===== config.mk =====
export PLATFORM = sky130hd
export DESIGN_NAME = nand_cmd_decoder
export DESIGN_NICKNAME = d
export VERILOG_FILES = /design/src/rtl/nand_tgt_pkg.sv /design/src/rtl/nand_bus_sampler.sv /design/src/rtl/nand_page_buf.sv /design/src/rtl/nand_busy_timer.sv /design/src/rtl/nand_cmd_decoder.sv
export SDC_FILE = /design/constraint.sdc
export NUM_CORES = 1
export LEC_CHECK = 0
export ABC_AREA = 1
export BUFFER_PORTS_ARGS = -buffer_cell sky130_fd_sc_hd__buf_2
export CAP_MARGIN = 15
export CORE_ASPECT_RATIO = 0.9
export CORE_MARGIN = 10
export CORE_UTILIZATION = 64
export DETAILED_ROUTE_END_ITERATION = 7
export PLACE_DENSITY = 0.89
export SKIP_CTS_REPAIR_TIMING = 1
export SYNTH_ARGS = -nofsm -noshare
export SYNTH_HDL_FRONTEND = slang
export SYNTH_SLANG_ARGS = --single-unit
export TNS_END_PERCENT = 1

===== constraint.sdc =====
create_clock -name clk -period 5.8 [get_ports clk]
set_input_delay 0.58 -clock clk [delete_from_list [all_inputs] [get_ports clk]]
set_output_delay 0.58 -clock clk [all_outputs]
set_load 0.03 [all_outputs]

===== src/rtl/nand_tgt_pkg.sv =====
package nand_tgt_pkg;

    localparam int ADDR_W = 40;

    localparam logic [7:0] CMD_READ     = 8'h00;
    localparam logic [7:0] CMD_READ_GO  = 8'h30;
    localparam logic [7:0] CMD_PROG     = 8'h80;
    localparam logic [7:0] CMD_PROG_GO  = 8'h10;
    localparam logic [7:0] CMD_ERASE    = 8'h60;
    localparam logic [7:0] CMD_ERASE_GO = 8'hD0;
    localparam logic [7:0] CMD_ID       = 8'h90;
    localparam logic [7:0] CMD_STATUS   = 8'h70;

    typedef enum logic [3:0] {
        ST_IDLE, ST_RD_ADDR, ST_RD_CONF, ST_PG_ADDR, ST_PG_DATA,
        ST_ER_ADDR, ST_ER_CONF, ST_ID_ADDR, ST_BUSY
    } state_e;

    typedef enum logic [1:0] {
        OUT_DATA, OUT_ID, OUT_STATUS
    } outmode_e;

    typedef struct packed {
        logic       cmd;
        logic       addr;
        logic       data;
        logic       rd_done;
        logic [7:0] byte_v;
    } bus_ev_t;

endpackage


===== src/rtl/nand_bus_sampler.sv =====
module nand_bus_sampler
    import nand_tgt_pkg::*;
(
    input  logic       clk,
    input  logic       rst_n,
    input  logic       ce_n,
    input  logic       cle,
    input  logic       ale,
    input  logic       we_n,
    input  logic       re_n,
    input  logic [7:0] io_in,
    output bus_ev_t    ev,
    output logic       out_en
);
    logic       ce_q, cle_q, ale_q, we_q, we_d, re_q, re_d;
    logic [7:0] io_q;
    logic       we_rise;

    always_ff @(posedge clk or negedge rst_n) begin
        if (!rst_n) begin
            ce_q  <= 1'b1;
            cle_q <= 1'b0;
            ale_q <= 1'b0;
            we_q  <= 1'b1;
            we_d  <= 1'b1;
            re_q  <= 1'b1;
            re_d  <= 1'b1;
            io_q  <= '0;
        end else begin
            ce_q  <= ce_n;
            cle_q <= cle;
            ale_q <= ale;
            we_q  <= we_n;
            we_d  <= we_q;
            re_q  <= re_n;
            re_d  <= re_q;
            io_q  <= io_in;
        end
    end

    assign we_rise    = we_q & ~we_d & ~ce_q;
    assign ev.cmd     = we_rise & cle_q & ~ale_q;
    assign ev.addr    = we_rise & ale_q & ~cle_q;
    assign ev.data    = we_rise & ~ale_q & ~cle_q;
    assign ev.rd_done = re_q & ~re_d & ~ce_q;
    assign ev.byte_v  = io_q;
    assign out_en     = ~ce_q & ~re_q;
endmodule


===== src/rtl/nand_page_buf.sv =====
module nand_page_buf #(
    parameter int DEPTH = 16,
    parameter int W     = 8
) (
    input  logic                     clk,
    input  logic                     rst_n,
    input  logic                     wr_en,
    input  logic [$clog2(DEPTH)-1:0] wr_idx,
    input  logic [W-1:0]             wr_data,
    input  logic                     fill_en,
    input  logic [$clog2(DEPTH)-1:0] rd_idx,
    output logic [W-1:0]             rd_data
);
    logic [W-1:0] mem [DEPTH];

    for (genvar i = 0; i < DEPTH; i++) begin : g_entry
        always_ff @(posedge clk or negedge rst_n) begin
            if (!rst_n)
                mem[i] <= '0;
            else if (fill_en)
                mem[i] <= '1;
            else if (wr_en && (int'(wr_idx) == i))
                mem[i] <= wr_data;
        end
    end

    assign rd_data = mem[rd_idx];
endmodule


===== src/rtl/nand_busy_timer.sv =====
module nand_busy_timer #(
    parameter int CYCLES = 8
) (
    input  logic clk,
    input  logic rst_n,
    input  logic start,
    output logic busy
);
    localparam int CW = $clog2(CYCLES + 1);
    logic [CW-1:0] cnt_q;

    always_ff @(posedge clk or negedge rst_n) begin
        if (!rst_n) begin
            busy  <= 1'b0;
            cnt_q <= '0;
        end else if (start) begin
            busy  <= 1'b1;
            cnt_q <= CW'(CYCLES - 1);
        end else if (busy) begin
            if (cnt_q == '0) busy <= 1'b0;
            else             cnt_q <= cnt_q - 1'b1;
        end
    end
endmodule


===== src/rtl/nand_cmd_decoder.sv =====
module nand_cmd_decoder
    import nand_tgt_pkg::*;
#(
    parameter int         PAGE_BYTES  = 16,
    parameter int         BUSY_CYCLES = 8,
    parameter int         ROW_BITS    = 17,
    parameter logic [7:0] MAKER_ID    = 8'hEC,
    parameter logic [7:0] DEVICE_ID   = 8'hDA,
    parameter logic [7:0] ORG_ID      = 8'h15
) (
    input  logic              clk,
    input  logic              rst_n,
    input  logic              ce_n,
    input  logic              cle,
    input  logic              ale,
    input  logic              we_n,
    input  logic              re_n,
    input  logic [7:0]        io_in,
    output logic [7:0]        io_out,
    output logic              io_oe,
    output logic              rb_n,
    output logic [ADDR_W-1:0] addr_out
);
    localparam int CW    = $clog2(PAGE_BYTES);
    localparam int RB_LO = 16 + ROW_BITS;

    bus_ev_t           ev;
    logic              cmd_stb;
    logic              busy_w;
    state_e            state_q, state_d;
    outmode_e          mode_q;
    logic [ADDR_W-1:0] addr_q, addr_out_q;
    logic [2:0]        acnt_q, pos;
    logic [CW-1:0]     col_q;
    logic [2:0]        idx_q;
    logic              fail_q;
    logic              go_read, go_prog, go_erase, go;
    logic              addr_ok, row_bad;
    logic [7:0]        buf_rd, id_byte;

    nand_bus_sampler u_smp (
        .clk(clk), .rst_n(rst_n), .ce_n(ce_n), .cle(cle), .ale(ale),
        .we_n(we_n), .re_n(re_n), .io_in(io_in), .ev(ev), .out_en(io_oe)
    );

    nand_busy_timer #(.CYCLES(BUSY_CYCLES)) u_tmr (
        .clk(clk), .rst_n(rst_n), .start(go), .busy(busy_w)
    );

    nand_page_buf #(.DEPTH(PAGE_BYTES), .W(8)) u_buf (
        .clk(clk), .rst_n(rst_n),
        .wr_en(ev.data && state_q == ST_PG_DATA), .wr_idx(col_q),
        .wr_data(ev.byte_v), .fill_en(go_erase),
        .rd_idx(col_q), .rd_data(buf_rd)
    );

    assign cmd_stb = ev.cmd;
    assign go      = go_read | go_prog | go_erase;
    assign row_bad = |addr_q[ADDR_W-1:RB_LO];
    assign pos     = (state_q == ST_IDLE)    ? 3'd0 :
                     (state_q == ST_ER_ADDR) ? acnt_q + 3'd2 : acnt_q;
    assign addr_ok = (state_q == ST_RD_ADDR) || (state_q == ST_PG_ADDR) ||
                     (state_q == ST_ER_ADDR) ||
                     (state_q == ST_IDLE && mode_q == OUT_DATA);

    // next-state logic
    always_comb begin
        state_d  = state_q;
        go_read  = 1'b0;
        go_prog  = 1'b0;
        go_erase = 1'b0;
        if (state_q == ST_BUSY) begin
            if (!busy_w) state_d = ST_IDLE;
        end else if (cmd_stb) begin
            unique case (ev.byte_v)
                CMD_READ:  state_d = ST_RD_ADDR;
                CMD_PROG:  state_d = ST_PG_ADDR;
                CMD_ERASE: state_d = ST_ER_ADDR;
                CMD_ID:    state_d = ST_ID_ADDR;
                CMD_STATUS: state_d = state_q;
                CMD_READ_GO: begin
                    state_d = (state_q == ST_RD_CONF) ? ST_BUSY : ST_IDLE;
                    go_read = (state_q == ST_RD_CONF);
                end
                CMD_PROG_GO: begin
                    state_d = (state_q == ST_PG_DATA) ? ST_BUSY : ST_IDLE;
                    go_prog = (state_q == ST_PG_DATA);
                end
                CMD_ERASE_GO: begin
                    state_d  = (state_q == ST_ER_CONF) ? ST_BUSY : ST_IDLE;
                    go_erase = (state_q == ST_ER_CONF);
                end
                default: state_d = ST_IDLE;
            endcase
        end else if (ev.addr) begin
            unique case (state_q)
                ST_IDLE:    if (mode_q == OUT_DATA) state_d = ST_RD_ADDR;
                ST_RD_ADDR: if (acnt_q == 3'd4) state_d = ST_RD_CONF;
                ST_PG_ADDR: if (acnt_q == 3'd4) state_d = ST_PG_DATA;
                ST_ER_ADDR: if (acnt_q == 3'd2) state_d = ST_ER_CONF;
                default:    state_d = ST_IDLE;
            endcase
        end
    end

    // state register and datapath
    always_ff @(posedge clk or negedge rst_n) begin
        if (!rst_n) begin
            state_q    <= ST_IDLE;
            mode_q     <= OUT_DATA;
            addr_q     <= '0;
            addr_out_q <= '0;
            acnt_q     <= '0;
            col_q      <= '0;
            idx_q      <= '0;
            fail_q     <= 1'b0;
        end else begin
            state_q <= state_d;
            if (cmd_stb && ev.byte_v == CMD_STATUS) begin
                mode_q <= OUT_STATUS;
            end else if (cmd_stb && state_q != ST_BUSY) begin
                acnt_q <= '0;
                if (ev.byte_v == CMD_ID) begin
                    mode_q <= OUT_ID;
                    idx_q  <= '0;
                end else if (ev.byte_v == CMD_READ || ev.byte_v == CMD_PROG ||
                             ev.byte_v == CMD_ERASE) begin
                    mode_q <= OUT_DATA;
                end
                if (ev.byte_v == CMD_ERASE) addr_q <= '0;
                if (go) addr_out_q <= addr_q;
                if (go_prog || go_erase) fail_q <= row_bad;
                if (go_read) mode_q <= OUT_DATA;
            end else if (ev.addr && addr_ok) begin
                addr_q[{pos, 3'b000} +: 8] <= ev.byte_v;
                acnt_q <= (state_q == ST_IDLE) ? 3'd1 : acnt_q + 3'd1;
                if (pos == 3'd0) col_q <= ev.byte_v[CW-1:0];
            end else if (ev.data && state_q == ST_PG_DATA) begin
                col_q <= col_q + 1'b1;
            end else if (ev.rd_done && state_q != ST_BUSY) begin
                if (mode_q == OUT_DATA)
                    col_q <= col_q + 1'b1;
                else if (mode_q == OUT_ID && idx_q != 3'd4)
                    idx_q <= idx_q + 3'd1;
            end
        end
    end

    // outputs
    always_comb begin
        unique case (idx_q)
            3'd0:    id_byte = MAKER_ID;
            3'd1:    id_byte = DEVICE_ID;
            3'd3:    id_byte = ORG_ID;
            default: id_byte = 8'h00;
        endcase
        unique case (mode_q)
            OUT_ID:     io_out = id_byte;
            OUT_STATUS: io_out = {1'b1, ~busy_w, 5'b00000, fail_q};
            default:    io_out = buf_rd;
        endcase
    end

    assign rb_n     = ~busy_w;
    assign addr_out = addr_out_q;
endmodule


---- After elaboration in Yosys (flattened, before gate mapping) ----
Cells that the tools add are included.
word-level totals
  register bits ........................... 245
  input bits .............................. 15
  output and inout bits ................... 50
operators by class
  $add $sub $neg .......................... 6
  magnitude comparators ................... 1
  eq/ne operators ......................... 50
  shift-type cells ........................ 2
  mux-type cells .......................... 91
  bitwise operators ....................... 23
  reductions and logical operators ........ 71
operators by type and width
  cell                      count
  $mux W8                   34
  $mux W40                  3
  $mux W4                   19
  $reduce_bool A2 Y1        21
  $bwmux W40                1
  $shift A8 B8 Y40 const A  1
  $shiftx A8 B8 Y40         1
  $eq A4 B4 Y1 const B      9
  $mux W3                   12
  $bmux W8 S4               1
  $pmux W4 S8               1
  $eq A4 B3 Y1 const B      7
  $eq A8 B8 Y1 const B      3
  $pmux W8 S3               1
  $logic_and A1 B1 Y1       23
  $eq A4 B2 Y1 const B      4
  $eq A8 B7 Y1 const B      2
  $ne A4 B2 Y1 const B      4
  $pmux W4 S4               1
  $pmux W8 S2               1
  $reduce_and A7 Y1         2
  $logic_not A4 Y1          3
  $mux W1                   12
  $and A1 B1 Y1             11
  other kinds (32)          67

---- Logic depth before layout (Yosys ltp) ----
Gate-level depths: netlist of run 1.
  depth in word-level cells ............... 11
  mapped depth ............................ 15
  depth with buffers taken out ............ 15

---- Modules after synthesis ----
From an unflattened synthesis of run 1, not the netlist that was laid out.
unflattened totals
  cells, all modules ...................... 1558
  area total of the unflattened synthesis .. 12228.0 sq um
by module, submodules not included
  module            times used  cells each  area each (sq um)  seq. area each (sq um)
  nand_page_buf     1           872         6493.7             3203.1
  nand_cmd_decoder  1           625         5016.1             2427.3
  nand_bus_sampler  1           27          440.4              381.6
  nand_busy_timer   1           34          277.8              125.1

---- Worst setup path after synthesis of run 1 ----
No wires, ideal clock.
  path type ............................... register -> output
  from .................................... register col_q[1]
  to ...................................... output port io_out[1]
  arrival time ............................ 1.828 ns
  path slack .............................. 3.392 ns
  stages on the path, launching flop included .. 9
  buffers on the path ..................... 2
  path through ............................ dfrtp_1 -> clkbuf_1 -> clkinv_1 -> clkbuf_1 -> a21oi_1 -> o21ai_0 -> a21boi_0 -> nor2_1 -> a21oi_1
on the way
  cells in the longest elaborated chain, start to end .. 5
ends and longest elaborated chain
  item                                        line                     text
  start, declared                             nand_cmd_decoder.sv:34   logic [CW-1:0] col_q;
  start signal, assigned                      nand_cmd_decoder.sv:137  if (pos == 3'd0) col_q <= ev.byte_v[CW-1:0];
  start signal, assigned                      nand_cmd_decoder.sv:139  col_q <= col_q + 1'b1;
  start signal, assigned                      nand_cmd_decoder.sv:142  col_q <= col_q + 1'b1;
  $not A4 Y5 (implied by the code)            nand_page_buf.sv:27      assign rd_data = mem[rd_idx];
  $bmux W8 S4                                 nand_page_buf.sv:27
  $mux W8 (implied by the code) (2 in a row)  nand_page_buf.sv:27
  $pmux W8 S2                                 nand_cmd_decoder.sv:157  unique case (mode_q)
  end, declared                               nand_cmd_decoder.sv:19   output logic [7:0] io_out,
Every way passes these cells. The select of a mux whose other input is x is not followed.

---- Worst setup path in the final report of run 1 ----
Ends and elaborated chain as after synthesis.

==> results.toml, run 1 <==
[final_layout]
fillerInstances = 1400
multi_input_area_um2 = 4860
syn_to_final_growth_pct = 9.47
nNetsFinal = 1559
diodes = 0
ff_latch_area_um2 = 6140
drive_above_1_share_pct = 11.1

[sta]
finalClockSkew_ns = 0.0119
grt_setup_unrepaired = "no"
maxSlewHeadroom_pct = 28.6
finalHoldViolations = 0
setup_violations = 0
period_minus_slack_ns = 4.02
fin_setup_tns_ns = 0
holdWs_ns = 0.0307
worst_pin_slew_ns = 1.07
fin_crit_sh_pct = 69.4
drv_slew = 0
max_freq_mhz = 249

[pwr]
power_density_nw_per_um2 = 365
leakage_nw = 6.74
vdd_drop_max_mv = 0.317

[logic_synthesis]
netlist_instances = 1498
synthArstFlopShare_pct = 100
synth_area_leaders = "dfrtp_1 50%, nand2_1 16%, o21ai_0 7.4%"
synth-seq-cells = 245
synth_flop_cell = "dfrtp_1"
synth_top_cell_area_share_pct = 50.4
avgSynthCellArea_um2 = 7.96
synth_fp_nets = 1530
yosysTopAreaCell = "dfrtp_1"
ys_seq_area_share_pct = 51.5
yosysWarnings = 0
syn_area_um2 = 11900
yosysUniqueCellTypes = 39
synth-edff-count = 0

[cts]
cts_tree = "yes"
cts_buffers = 25
clk_pin_slew_worst_paths_ns = 0.06
cts_buffer_depth = 3
clk_latency_ns = 0.53
cts_htree_levels = 1
cts-root-buf = "clkbuf_16"
clock_sinks = 245

[route]
wl_per_cell_um = 17.7
first_pass_iters = 7
drcViolationCount = 0
vias = 10700
drt_iter0_markers = 1267
antenna_left = 0
routed_wl_um = 31600
via_per_inst = 5.97

[placed_design]
gp_congestion = 0.995
place_hpwl_um = 20600
port_buffers = 64

[critical_path]
cp_max_fo = 43
cp.arrival_ns = 3.44
worstPathRequired_ns = 5.22
worst-setup-path-type = "register to output port"
start_kind = "register"
reg2reg_depth = 7
cp-end-kind = "output port"

[global_routing]
grt_pass1_vias = 10300
overflow = 0
grt_antenna_before_repair = 1
track_usage_pct = 25.7
grt_first_pass_wirelength_um = 51600
grt_max_degree = 164

[hold_path]
hp-class = "input port to async pin"

[floorplan]
die_x_um = 164
num_rows = 47
dieArea_um2 = 24500
initial_core_util_pct = 65.0
ios = 65
die_h_um = 149
core_area_um2 = 18300

[run]
maxCapViolations = 0

[run_status]
status = "completed"
## placed cells by master, fill, tap and decap left out, drive strengths merged, types with 4 or more instances in the layout
| cell type | n |
|---|---|
| nand2 | 515 |
| nand4 | 10 |
| nor2 | 54 |
| clkbuf | 40 |
| or2 | 4 |
| o21ai | 196 |
| dfrtp | 240 |
| dfstp | 5 |
| nor3 | 15 |
| a21oi | 68 |
| ha | 17 |
| buf | 69 |
| clkinv | 5 |
| inv | 151 |
| nand3 | 145 |
## where the power goes
| part | switching [mW] | internal [mW] |
|---|---|---|
| clock | 0.654 | 0.917 |
| sequential | 0.0805 | 1.79 |
| combinational | 0.975 | 0.354 |
| total | 1.71 | 3.06 |
## worst paths after layout
kind / from / to / slack, ns
worst max-delay path: col_q[1]$_DFFE_PN0P_ / io_out[1] / 1.78
worst min-delay path: rst_n / addr_out[38]$_DFFE_PN0P_ / 0.03
worst max register to register: u_smp.io_q[4]$_DFF_PN0_ / u_buf.mem[84]$_DFFE_PN0P_ / 2.17
worst min register to register: u_smp.re_q$_DFF_PN1_ / u_smp.re_d$_DFF_PN1_ / 0.38
max in group asynchronous: rst_n / col_q[0]$_DFFE_PN0P_ / 4.48
min in group clk: re_n / u_smp.re_q$_DFF_PN1_ / 0.15
## routing by layer
metal	global-route usage [%]	vias up	wire, µm
met3	6.67	139	3510
met4	10.0	0	1330
met5	0	-	0
met1	33.2	5087	12400
met2	41.0	610	14400
li1	-	4855	-
## through the flow
step                      power [mW]  util [%]  instances  setup WS (ns)  cell area (µm²)
final                           4.77      71.1       1790           1.78            13100
after global routing            4.97      71.1       1790           1.66            13100
after CTS                       4.74      71.1       1790           1.94            13100
after detailed placement        3.16      66.8       1745           2.48            12300
after global placement          3.13      66.8       1745           2.57            12300
after floorplan                 2.80         -       1498           3.39            11900
## logic make-up (layout without fill, tap and decap cells)
kind of cell	count (synthesis)	after routing	synth area share, %
XOR/XNOR	4	4	0.294
adder cells (fa/ha/maj)	17	17	1.78
AO/OA/AOI/OAI	268	268	11.4
flip-flops	245	245	51.5
AND/OR/NAND/NOR	745	745	27.3
buffers and inverters	219	266	7.77
## synthesized netlist by cell type (13+ instances only)
cell      number
inv_1        137
ha_1          17
buf_2         17
o21ai_1       19
a21oi_1       68
nor2_1        48
nand3_1      132
o21ai_0      176
clkbuf_1      37
nand2_1      494
inv_2         13
nand2_2       20
dfrtp_1      240
nand3_2       13
## layout make-up
type | instances | area share (%)
tap | 245 | 2.35
clock buffer | 40 | 5.68
sequential | 245 | 47.0
multi-input combinational | 1034 | 37.2
inverter | 152 | 4.37
clock inverter | 5 | 0.412
timing repair buffer | 69 | 2.91
## critical path: stages, from the launching register on
cell      delay, ns
dfrtp_1        0.34
buf_4          0.45
clkinv_1       0.81
a21oi_1        0.40
o21ai_0        0.16
nand2_1        0.13
nand2_1        0.06
nand2_1        0.14
nor2_1         0.05
a21oi_1        0.14
buf_2          0.22
## sequential cells by signal, indices dropped and copies added (netlist names)
signal,cells
state_q,4
fail_q,1
u_smp.re_d,1
idx_q,3
mode_q,2
u_tmr.cnt_q,4
col_q,4
addr_out,40
u_smp.ale_q,1
u_smp.cle_q,1
u_smp.re_q,1
addr_q,40
u_buf.mem,128
u_smp.io_q,8
u_tmr.busy,1
acnt_q,3
u_smp.we_q,1
u_smp.we_d,1
u_smp.ce_q,1
Power figures use the tool's default switching activity.
==> run 2, diff against run 1 <==
- CORE_UTILIZATION: 64 -> 61
- PLACE_DENSITY: 0.89 -> 0.86
- clock period: 5.8 -> 4.2 ns (I/O delays scaled with it)
==> results.toml, run 2 (synthesis gave the netlist of run 1 again) <==
[run_status]
status = "complete, but fails checks"
violations = "negative hold slack"

[run]
maxCapViolations = 0

[route]
via_per_inst = 5.78
wl_per_cell_um = 17.3
first_pass_iters = 6
antenna_left = 0
drcViolationCount = 0
drt_iter0_markers = 1547
vias = 10500
routed_wl_um = 31300

[final_layout]
drive_above_1_share_pct = 11.5
layout_commonest_cell = "nand2_1"
fillerInstances = 1437
final_cell_mix = "494 x nand2_1, 239 x dfrtp_1, 176 x o21ai_0, 137 x inv_1, 132 x nand3_1"
syn_to_final_growth_pct = 11.2
multi_input_area_um2 = 4860
ff_latch_area_um2 = 6140
nNetsFinal = 1574
largest_reg_flops = 128
regMostFlops = "u_buf.mem"

[cts]
cts_buffer_depth = 3
clock_sinks = 245
cts-root-buf = "clkbuf_16"
cts_buffers = 25
clk_latency_ns = 0.53
clk_pin_slew_worst_paths_ns = 0.06
cts_tree = "yes"
cts_htree_levels = 1

[floorplan]
ios = 65
initial_core_util_pct = 62.0
core_area_um2 = 19200
die_x_um = 167
num_rows = 48
dieArea_um2 = 25500
die_h_um = 153

[placed_design]
gp_congestion = 0.937
place_hpwl_um = 19900
port_buffers = 64

[critical_path]
worst-setup-path-type = "register to output port"
cp_max_fo = 28
cp.arrival_ns = 3.01
reg2reg_depth = 7
worstPathRequired_ns = 3.78
start_kind = "register"
cp-end-kind = "output port"

[sta]
fin_setup_tns_ns = 0
finalClockSkew_ns = 0.0153
period_minus_slack_ns = 3.43
worst_pin_slew_ns = 1.05
setup_violations = 0
drv_slew = 0
grt_setup_unrepaired = "no"
fin_crit_sh_pct = 81.8
holdWs_ns = -0.0359
maxSlewHeadroom_pct = 29.6
max_freq_mhz = 291
finalHoldViolations = 5

[hold_path]
hp-class = "input port to async pin"

[global_routing]
overflow = 0
grt_first_pass_wirelength_um = 51000
grt_antenna_before_repair = 1
track_usage_pct = 23.6
grt_max_degree = 129
grt_pass1_vias = 10200

[pwr]
vdd_drop_max_mv = 0.548
leakage_nw = 6.83
power.total_mw = 6.78
power_density_nw_per_um2 = 511
run 2: changes by cell type in the layout (fill, tap and decap cells not counted), sizes merged, moves of 2 or more:
cell,delta
dlygate4sd3,+10
clkbuf,-6
clkinvlp,+2
bufinv,+4
buf,+5
run 2: stage by stage:
| step | cells | util, % | setup slack, ns | area (µm²) |
|---|---|---|---|---|
| after floorplan | 1498 | - | 1.95 | 11900 |
| after global placement | 1755 | 63.9 | 1.28 | 12300 |
| after detailed placement | 1755 | 63.9 | 1.14 | 12300 |
| after CTS | 1801 | 68.5 | 0.815 | 13200 |
| after global routing | 1812 | 69.0 | 0.601 | 13300 |
| final | 1812 | 69.0 | 0.765 | 13300 |
run 2: path summary, 6_finish.rpt:
check	startpoint	end	slack [ns]
worst max-delay path	col_q[1]$_DFFE_PN0P_	io_out[7]	0.77
worst min-delay path	rst_n	addr_out[0]$_DFFE_PN0P_	-0.04
worst max register to register	u_smp.io_q[4]$_DFF_PN0_	addr_out[32]$_DFFE_PN0P_	0.96
worst min register to register	u_smp.we_q$_DFF_PN1_	u_smp.we_d$_DFF_PN1_	0.38
max in group asynchronous	rst_n	u_smp.we_d$_DFF_PN1_	3.11
min in group clk	cle	u_smp.cle_q$_DFF_PN0_	0.02
run 2: critical path, cell delays in order (launching register included):
cell,delay [ns]
dfrtp_1,0.35
clkinv_1,0.76
a21oi_1,0.36
o21ai_0,0.23
nand2_1,0.15
nand2_1,0.07
nand3_1,0.15
o21ai_0,0.12
nand2_1,0.10
buf_2,0.20
run 2: cell type report:
| cell class | instances | share of cell area, % |
|---|---|---|
| timing repair buffer | 84 | 3.81 |
| antenna | 1 | 0.0189 |
| multi-input combinational | 1034 | 36.6 |
| inverter | 152 | 4.30 |
| clock inverter | 12 | 1.46 |
| tap | 250 | 2.36 |
| clock buffer | 34 | 5.12 |
| sequential | 245 | 46.3 |
run 2: power by group:
part / internal, mW / total [mW] / switching (mW)
Clock: 1.44 / 2.38 / 0.940
Sequential: 2.47 / 2.58 / 0.107
Combinational: 0.496 / 1.81 / 1.32
run 2: metal layers:
layer,share of wire [%],vias up,GRT usage (%)
met5,0,-,0
met4,2.9,0,7.83
met3,8.9,88,4.23
met2,47,556,38.2
met1,42,4935,31.4
li1,-,4895,-
==> run 3, diff against run 2 <==
- clock period: 4.2 -> 3.25 ns (I/O delays scaled with it)
==> results.toml, run 3 (synthesis gave the netlist of run 1 again) <==
[cts]
clk_latency_ns = 0.54
cts_htree_levels = 1
cts_tree = "yes"
cts_buffers = 26
cts-root-buf = "clkbuf_16"
cts_buffer_depth = 3
clk_pin_slew_worst_paths_ns = 0.06
clock_sinks = 245

[pwr]
combinationalPowerShare_pct = 27.9
power_density_nw_per_um2 = 659
p_int_mw = 5.77
leakage_nw = 6.95
power.total_mw = 8.88
vdd_drop_max_mv = 0.612
swShare_pct = 35.0
p_sw_mw = 3.11
clkPwrFrac_pct = 34.7
seq_power_share_pct = 37.5

[global_routing]
overflow = 0
grt_pass1_vias = 10200
grt_first_pass_wirelength_um = 52200
track_usage_pct = 24.1
grt_antenna_before_repair = 0
grt_max_degree = 117

[placed_design]
port_buffers = 64
dp_slack_ns = 0.597
place_hpwl_um = 20500
gp_congestion = 0.928

[run_status]
status = "completed"

[critical_path]
cp_max_fo = 49
cp.arrival_ns = 2.58
worst-setup-path-type = "register to output port"
worstPathRequired_ns = 2.92
start_kind = "register"
cp-end-kind = "output port"

[sta]
period_minus_slack_ns = 2.91
finalHoldViolations = 0
worst_pin_slew_ns = 1.00
setup_violations = 0
fin_crit_sh_pct = 89.5
maxSlewHeadroom_pct = 33.0
fin_setup_tns_ns = 0
max_freq_mhz = 344
holdWs_ns = 0.371
grt_setup_unrepaired = "no"
fin_ws_ns = 0.340
drv_slew = 0
finalClockSkew_ns = 0.0155

[final_layout]
drive_above_1_share_pct = 12.4
final_cell_mix = "494 x nand2_1, 239 x dfrtp_1, 176 x o21ai_0, 137 x inv_1, 132 x nand3_1"
nNetsFinal = 1592
syn_to_final_growth_pct = 13.1
diodes = 0
largest_reg_flops = 128
post-route-util_pct = 70.1
layout_commonest_cell = "nand2_1"
regMostFlops = "u_buf.mem"

[floorplan]
num_rows = 48
ios = 65
dieArea_um2 = 25500
initial_core_util_pct = 62.0
die_x_um = 167
core_area_um2 = 19200
die_h_um = 153

[route]
first_pass_iters = 6
wl_per_cell_um = 17.2
routed_wl_um = 31500
antenna_left = 0
drcViolationCount = 0
drt_iter0_markers = 1454
vias = 10500
via_per_inst = 5.74

[run]
maxCapViolations = 0

[hold_path]
hp-class = "register to register"
==> run 3: layer usage <==
| layer | track usage (%) | routed length, µm | vias up |
|---|---|---|---|
| met3 | 5.57 | 3190 | 94 |
| li1 | - | - | 4925 |
| met5 | 0 | 0 | - |
| met1 | 32.8 | 13100 | 4869 |
| met2 | 37.0 | 14200 | 612 |
| met4 | 8.16 | 1040 | 0 |
==> run 3: worst max-delay path, stage by stage (launching register included) <==
cell     delay (ns)
dfrtp_2        0.42
inv_2          0.26
buf_12         0.27
a21oi_1        0.09
o21ai_0        0.12
nand2_1        0.11
nand2_1        0.07
nand3_1        0.14
o21ai_0        0.26
nand2_1        0.10
buf_2          0.19
==> run 3: power groups by stage <==
| stage | logic [mW] | clock network (mW) | registers [mW] |
|---|---|---|---|
| 2_1_floorplan | 1.66 | 0 | 3.33 |
| 3_3_place_gp | 2.33 | 0 | 3.36 |
| 3_5_place_dp | 2.37 | 0 | 3.37 |
| 4_1_cts | 2.40 | 3.11 | 3.32 |
| 5_1_grt | 2.69 | 3.24 | 3.34 |
| 6_report | 2.48 | 3.08 | 3.33 |
==> run 3: cell type report <==
type                    instances  area [µm²]
flip-flops and latches        245        6140
fillers                      1447        5740
multi-input cells            1034        4860
clock buffers                  43         826
repair buffers                101         693
inverters                     152         574
well taps                     250         313
clock inverters                 5        77.6
==> run 3: worst paths after layout <==
kind                            slack [ns]                        to                    from  cells past startpoint
worst max-delay path                  0.34                 io_out[7]    col_q[0]$_DFFE_PN0P_                     10
worst min register to register        0.37      u_smp.we_d$_DFF_PN1_    u_smp.we_q$_DFF_PN1_                      0
worst min-delay path                  0.37      u_smp.we_d$_DFF_PN1_    u_smp.we_q$_DFF_PN1_                      0
worst max register to register        0.50    addr_q[26]$_DFFE_PN0P_  state_q[0]$_DFFE_PN0P_                     13
min in group asynchronous             0.48  addr_out[32]$_DFFE_PN0P_                   rst_n                      2
max in group asynchronous             1.84  u_buf.mem[8]$_DFFE_PN0P_                   rst_n                      3
==> run 3: stage by stage <==
step / instance area (µm²) / cells
final: 13500 / 1830
after global routing: 13500 / 1830
after CTS: 13300 / 1816
after detailed placement: 12400 / 1768
after global placement: 12400 / 1768
after floorplan: 11900 / 1498
